==> src/rtl/cal_clock_pkg.sv <==
package cal_clock_pkg;

    localparam int unsigned REG_CNT = 8;

    typedef enum logic [1:0] {
        ST_TRACK   = 2'd0,
        ST_RD_HOLD = 2'd1,
        ST_WR_HOLD = 2'd2
    } hold_st_e;

    typedef struct packed {
        logic [7:0] cent;
        logic [7:0] year;
        logic [7:0] month;
        logic [7:0] date;
        logic [7:0] day;
        logic [7:0] hour;
        logic [7:0] min;
        logic [7:0] sec;
    } cal_time_t;

    localparam cal_time_t TIME_RESET = '{cent: 8'h00, year: 8'h00, month: 8'h01,
                                         date: 8'h01, day: 8'h01, hour: 8'h00,
                                         min: 8'h00, sec: 8'h00};

    function automatic logic [7:0] bcd_inc(input logic [7:0] v);
        if (v[3:0] >= 4'd9) return {v[7:4] + 4'd1, 4'd0};
        return {v[7:4], v[3:0] + 4'd1};
    endfunction

    function automatic logic [7:0] bcd_bin(input logic [7:0] v);
        return 8'(v[7:4]) * 8'd10 + 8'(v[3:0]);
    endfunction

    function automatic logic [7:0] month_last(input logic [7:0] month, input logic leap);
        case (month)
            8'h02:                      return leap ? 8'h29 : 8'h28;
            8'h04, 8'h06, 8'h09, 8'h11: return 8'h30;
            default:                    return 8'h31;
        endcase
    endfunction

    function automatic logic [7:0] fld_mask(input logic [2:0] off);
        case (off)
            3'd0:    return 8'h3F;
            3'd1:    return 8'h7F;
            3'd2:    return 8'h7F;
            3'd3:    return 8'h3F;
            3'd4:    return 8'h07;
            3'd5:    return 8'h3F;
            3'd6:    return 8'h1F;
            default: return 8'hFF;
        endcase
    endfunction

    function automatic logic [7:0] fld_get(input cal_time_t t, input logic [2:0] off);
        case (off)
            3'd0:    return t.cent;
            3'd1:    return t.sec;
            3'd2:    return t.min;
            3'd3:    return t.hour;
            3'd4:    return t.day;
            3'd5:    return t.date;
            3'd6:    return t.month;
            default: return t.year;
        endcase
    endfunction

    function automatic cal_time_t fld_set(input cal_time_t t, input logic [2:0] off,
                                          input logic [7:0] v);
        cal_time_t r;
        logic [7:0] m;
        r = t;
        m = v & fld_mask(off);
        case (off)
            3'd0:    r.cent  = m;
            3'd1:    r.sec   = m;
            3'd2:    r.min   = m;
            3'd3:    r.hour  = m;
            3'd4:    r.day   = m;
            3'd5:    r.date  = m;
            3'd6:    r.month = m;
            default: r.year  = m;
        endcase
        return r;
    endfunction

endpackage

==> src/rtl/cal_advance.sv <==
module cal_advance
    import cal_clock_pkg::*;
#(
    parameter logic [7:0] CENT_LAST = 8'h39
) (
    input  cal_time_t cur,
    output cal_time_t nxt
);

    logic       c_min, c_hr, c_day, c_mon, c_yr, c_cent;
    logic       leap;
    logic [7:0] yr_bin;
    logic [7:0] last_date;

    always_comb begin
        yr_bin    = bcd_bin(cur.year);
        leap      = (yr_bin[1:0] == 2'b00);
        last_date = month_last(cur.month, leap);

        c_min  = (cur.sec == 8'h59);
        c_hr   = c_min && (cur.min == 8'h59);
        c_day  = c_hr  && (cur.hour == 8'h23);
        c_mon  = c_day && (cur.date == last_date);
        c_yr   = c_mon && (cur.month == 8'h12);
        c_cent = c_yr  && (cur.year == 8'h99);

        nxt       = cur;
        nxt.sec   = c_min ? 8'h00 : bcd_inc(cur.sec);
        if (c_min)  nxt.min   = c_hr ? 8'h00 : bcd_inc(cur.min);
        if (c_hr)   nxt.hour  = c_day ? 8'h00 : bcd_inc(cur.hour);
        if (c_day)  nxt.day   = (cur.day == 8'h07) ? 8'h01 : cur.day + 8'd1;
        if (c_day)  nxt.date  = c_mon ? 8'h01 : bcd_inc(cur.date);
        if (c_mon)  nxt.month = c_yr ? 8'h01 : bcd_inc(cur.month);
        if (c_yr)   nxt.year  = c_cent ? 8'h00 : bcd_inc(cur.year);
        if (c_cent) nxt.cent  = (cur.cent == CENT_LAST) ? 8'h00 : bcd_inc(cur.cent);
    end

endmodule

==> src/rtl/cal_hold_fsm.sv <==
module cal_hold_fsm
    import cal_clock_pkg::*;
(
    input  logic     clk,
    input  logic     rst_n,
    input  logic     ctl_wr,
    input  logic     ctl_wh,
    input  logic     ctl_rh,
    output hold_st_e state_q,
    output logic     load_cnt,
    output logic     refresh_vis
);

    hold_st_e state_d;

    always_ff @(posedge clk or negedge rst_n) begin
        if (!rst_n) state_q <= ST_TRACK;
        else        state_q <= state_d;
    end

    always_comb begin
        state_d = state_q;
        unique case (state_q)
            ST_TRACK: begin
                if (ctl_wr && ctl_wh)      state_d = ST_WR_HOLD;   // halt
                else if (ctl_wr && ctl_rh) state_d = ST_RD_HOLD;   // freeze
            end
            ST_RD_HOLD: begin
                if (ctl_wr && ctl_wh)       state_d = ST_WR_HOLD;  // halt
                else if (ctl_wr && !ctl_rh) state_d = ST_TRACK;    // release
            end
            ST_WR_HOLD: begin
                if (ctl_wr && !ctl_wh)
                    state_d = ctl_rh ? ST_RD_HOLD : ST_TRACK;      // commit
            end
            default: state_d = ST_TRACK;
        endcase
    end

    always_comb begin
        load_cnt    = (state_q == ST_WR_HOLD) && ctl_wr && !ctl_wh;
        refresh_vis = (state_q == ST_RD_HOLD) && ctl_wr && !ctl_wh && !ctl_rh;
    end

endmodule

==> src/rtl/cal_clock_top.sv <==
module cal_clock_top
    import cal_clock_pkg::*;
#(
    parameter int unsigned ADDR_W    = 13,
    parameter logic [7:0]  CENT_LAST = 8'h39
) (
    input  logic              clk,
    input  logic              rst_n,
    input  logic              tick_1s,
    input  logic [ADDR_W-1:0] addr,
    input  logic              wr_en,
    input  logic [7:0]        wdata,
    output logic [7:0]        rdata
);

    localparam int unsigned OFF_W = $clog2(REG_CNT);
    localparam int unsigned TAG_W = ADDR_W - OFF_W;
    localparam logic [TAG_W-1:0] TAG_ALL = {TAG_W{1'b1}};

    logic             in_win;
    logic [OFF_W-1:0] off;
    logic             ctl_wr, fld_wr, tick_go;
    logic             wh_q, rh_q;
    logic             load_cnt, refresh_vis;
    hold_st_e         hold_st;
    cal_time_t        cnt_q, vis_q, cnt_d, vis_d, cnt_adv, vis_wr;

    assign in_win = (addr[ADDR_W-1:OFF_W] == TAG_ALL);
    assign off    = addr[OFF_W-1:0];
    assign ctl_wr = wr_en && in_win && (off == '0);
    assign fld_wr = wr_en && in_win && (off != '0);

    cal_hold_fsm fsm_i (
        .clk         (clk),
        .rst_n       (rst_n),
        .ctl_wr      (ctl_wr),
        .ctl_wh      (wdata[7]),
        .ctl_rh      (wdata[6]),
        .state_q     (hold_st),
        .load_cnt    (load_cnt),
        .refresh_vis (refresh_vis)
    );

    cal_advance #(.CENT_LAST(CENT_LAST)) adv_i (
        .cur (cnt_q),
        .nxt (cnt_adv)
    );

    assign tick_go = tick_1s && (hold_st != ST_WR_HOLD);

    always_comb begin
        vis_wr = vis_q;
        if (hold_st == ST_WR_HOLD && wr_en && in_win)
            vis_wr = fld_set(vis_q, off, wdata);
    end

    always_comb begin
        if (load_cnt)     cnt_d = vis_wr;
        else if (tick_go) cnt_d = cnt_adv;
        else              cnt_d = cnt_q;
    end

    always_comb begin
        if (refresh_vis || hold_st == ST_TRACK) vis_d = cnt_d;
        else if (hold_st == ST_WR_HOLD)         vis_d = vis_wr;
        else                                    vis_d = vis_q;
    end

    always_ff @(posedge clk or negedge rst_n) begin
        if (!rst_n) begin
            cnt_q <= TIME_RESET;
            vis_q <= TIME_RESET;
            wh_q  <= 1'b0;
            rh_q  <= 1'b0;
        end else begin
            cnt_q <= cnt_d;
            vis_q <= vis_d;
            if (ctl_wr) begin
                wh_q <= wdata[7];
                rh_q <= wdata[6];
            end
        end
    end

    always_comb begin
        rdata = 8'h00;
        if (in_win) begin
            if (off == '0) rdata = {wh_q, rh_q, vis_q.cent[5:0]};
            else           rdata = fld_get(vis_q, off);
        end
    end

endmodule

==> config.mk <==
export PLATFORM = sky130hd
export DESIGN_NAME = cal_clock_top
export DESIGN_NICKNAME = d
export VERILOG_FILES = /design/src/rtl/cal_clock_pkg.sv /design/src/rtl/cal_advance.sv /design/src/rtl/cal_hold_fsm.sv /design/src/rtl/cal_clock_top.sv
export SDC_FILE = /design/constraint.sdc
export NUM_CORES = 1
export LEC_CHECK = 0
export CAP_MARGIN = 20
export CORE_ASPECT_RATIO = 1.25
export CORE_MARGIN = 2
export CORE_UTILIZATION = 65
export CTS_CLUSTER_SIZE = 30
export DETAILED_ROUTE_END_ITERATION = 8
export MAX_ROUTING_LAYER = met4
export PLACE_DENSITY = 0.93
export SLEW_MARGIN = 20
export SYNTH_ARGS = -nofsm -noshare
export SYNTH_HDL_FRONTEND = slang
export SYNTH_SLANG_ARGS = --single-unit
==> constraint.sdc <==
create_clock -name clk -period 5.6 [get_ports clk]
set_input_delay 1.12 -clock clk [delete_from_list [all_inputs] [get_ports clk]]
set_output_delay 1.12 -clock clk [all_outputs]
set_load 0.05 [all_outputs]
==> out/metrics.csv <==
metric,value,unit
cts_max_level,4,
syn_area,8670,um2
peakVddDrop,213,uV
cts-hold-fix-buffers,0,
rr_worst_depth,8,
post-dp-hpwl,19.4,mm
grt_usage,41.7,%
hold_class,reg2reg,
synth_area_leader_cell,dfrtp_1,
drtAntennaViolNets,0,
grt_max_degree,76,
crit_required,4.48,ns
vias,8252,
synthCells,957,
setup_tns,0,ns
hold_depth,2,
path_clk_slew,0.06,ns
run_status,completed,
critPathKind,in2out,
synth_nets,1019,
max_freq,0.210,GHz
r2r_start,cnt_q[16]$_DFF_PN0_,
ys_warn_count,0,
core,13100,um2
min_from,vis_q[18]$_DFFE_PN0P_,
worstMarginPinSlew,1.20,ns
cts_made_buffers,17,
clockBufferDepth,2,
leakage,4.30,nW
drtIter0Drc,1080,
numPortBuffers,32,
ios,33,
ys_seq_elements,130,
fillCellCount,892,
synth_edf_count,0,
period_share,85.1,%
cts_sinks,130,
die_h,133,um
synth_top_area_share,35.8,%
p_clk_share,45.3,%
layout_min_cycle_time,4.77,ns
cts_tree,yes,
r2r-end,vis_q[56]$_DFFE_PN0P_,
root_buffer,clkbuf_16,
syn2layout_area_growth,12.3,%
crit_fanout,13,
endpoint_kind,output port,
fp.dieW,107,um
seq_area_frac_synth,37.6,%
antenna_found_initial,0,
row_count,47,
p_comb_share,12.0,%
post_cts_resized,0,
setup_slack,0.833,ns
drive_above_1_share,11.2,%
whs,0.529,ns
async_flop_share,100,%
clock_skew,0.0119,ns
syn_avg_cell_area,9.06,um2
startpoint_type,input pin,
gp_congestion,1.02,
max_slew_margin,19.4,%
routed_wl,28.2,mm
synth_flop_cell,dfrtp_1,
design_power_total,2.48,mW
cts_setup_buffers,0,
worstHoldEndpoint,vis_q[18]$_DFFE_PN0P_,
p_sw_share,26.5,%
postLayoutCoreUtil,74.3,%
final_nets,1031,
grt_overflow,0,
wl_per_cell,24.5,um
die_area,14300,um2
critPathArrivalTime,3.65,ns
grt_pass1_vias,8039,
r2r_setup_slack,2.06,ns
hold_viol,0,
power_density,254,nW/um2
setup_violations,0,
intPower,1.82,mW
clk_latency,0.42,ns
diodes,0,
final_max_slew_viol_count,0,
yosys.cell_types.count,77,
pre_cts_ws,0.904,ns
p_switching,0.657,mW
rsz0062_at_grt,false,
post-route-drc-count,0,
grt_pass1_wl,43.7,mm
avgViaCountPerCell,7.16,
synthTopCellsByArea,"dfrtp_1 36%, mux2i_1 8.4%, ha_1 5.2%",
start_util,66.1,%
drtPass1Iterations,6,
p_seq_share,42.7,%
cap_violations,0,
metrics by stage:
stage               std cells  area, um2
finish                   1153       9750
global route             1153       9750
CTS                      1153       9750
detailed placement       1121       9150
global placement         1121       9150
floorplan                 957       8670
worst max path at each step:
stage,startpoint,to,slack [ns],cells after the start
2_1_floorplan,addr[0],rdata[0],0.92,8
3_3_place_gp,addr[1],rdata[5],0.95,9
3_5_place_dp,addr[1],rdata[5],0.90,9
4_1_cts,addr[1],rdata[5],0.88,9
5_1_grt,addr[1],rdata[5],0.68,9
6_report,addr[1],rdata[5],0.83,9
cell type report:
| class | count | area [um2] | share of cell area, % |
|---|---|---|---|
| clock buffer | 24 | 492 | 5.05 |
| clock inverter | 8 | 103 | 1.05 |
| inverter | 32 | 120 | 1.23 |
| multi-input combinational | 734 | 5070 | 52.0 |
| sequential | 130 | 3260 | 33.5 |
| tap | 171 | 214 | 2.20 |
| timing repair buffer | 54 | 484 | 4.97 |
state kept, by name (all words and copies together), names as in the netlist:
name,count
vis_q,62
cnt_q,64
rh_q,1
fsm_i.state_q,2
wh_q,1
logic make-up after synthesis:
family                     Yosys count  share of synthesized area [%]
muxes                               87                           10.9
DFF                                130                           37.6
and+or+nand+nor                    327                           19.0
adders and majority gates           37                           5.42
xor gates and xnor gates            21                           2.12
AOI/OAI and AO/OA                  262                           20.8
buffers and inverters               93                           4.18
synth_stat cells (all sizes together) (16+ instances only):
library cell  instances
a21oi                64
buf                  16
clkbuf               45
dfrtp               124
ha                   36
inv                  32
mux2i                73
nand2                93
nand3                34
nor2                 87
nor3                 18
o21ai                60
o22ai                20
power by group through the flow:
stage / registers (mW) / logic (mW) / clock network (mW)
floorplan: 1.05 / 0.193 / 0
global placement: 1.06 / 0.278 / 0
detailed placement: 1.07 / 0.285 / 0
CTS: 1.05 / 0.290 / 1.12
global route: 1.06 / 0.330 / 1.16
finish: 1.06 / 0.298 / 1.12
placed cells by master, fill, tap and decap left out, drive strengths merged, types with 12 or more instances in the layout:
master	synthesis	routed
nor3	18	18
and3	12	12
nand3	34	34
buf	16	29
a21oi	64	64
nor2	87	87
inv	32	32
clkdlybuf4s50	0	25
dfrtp	124	124
o22ai	20	20
clkbuf	45	24
nand2	93	93
o21ai	60	60
o221ai	13	13
xnor2	12	12
mux2i	73	73
ha	36	36
a221oi	13	13
metal layers:
metal | vias to the layer above | track usage, % | share of wire, %
li1 | 3569 | - | -
met1 | 3902 | 50.3 | 36
met2 | 607 | 63.7 | 47
met3 | 174 | 8.51 | 10
met4 | 0 | 26.3 | 7.2
met5 | - | - | 0
critical path: stages:
cell and delay (ns):
clkdlybuf4s50_1 0.87, inv_1 0.21, nor2_1 0.40, a22oi_1 0.16, nor2_1 0.16, a2111o_1 0.11
nand2_1 0.05, a21oi_1 0.37, buf_12 0.19
No activity file was read; power rests on OpenSTA's default activity.
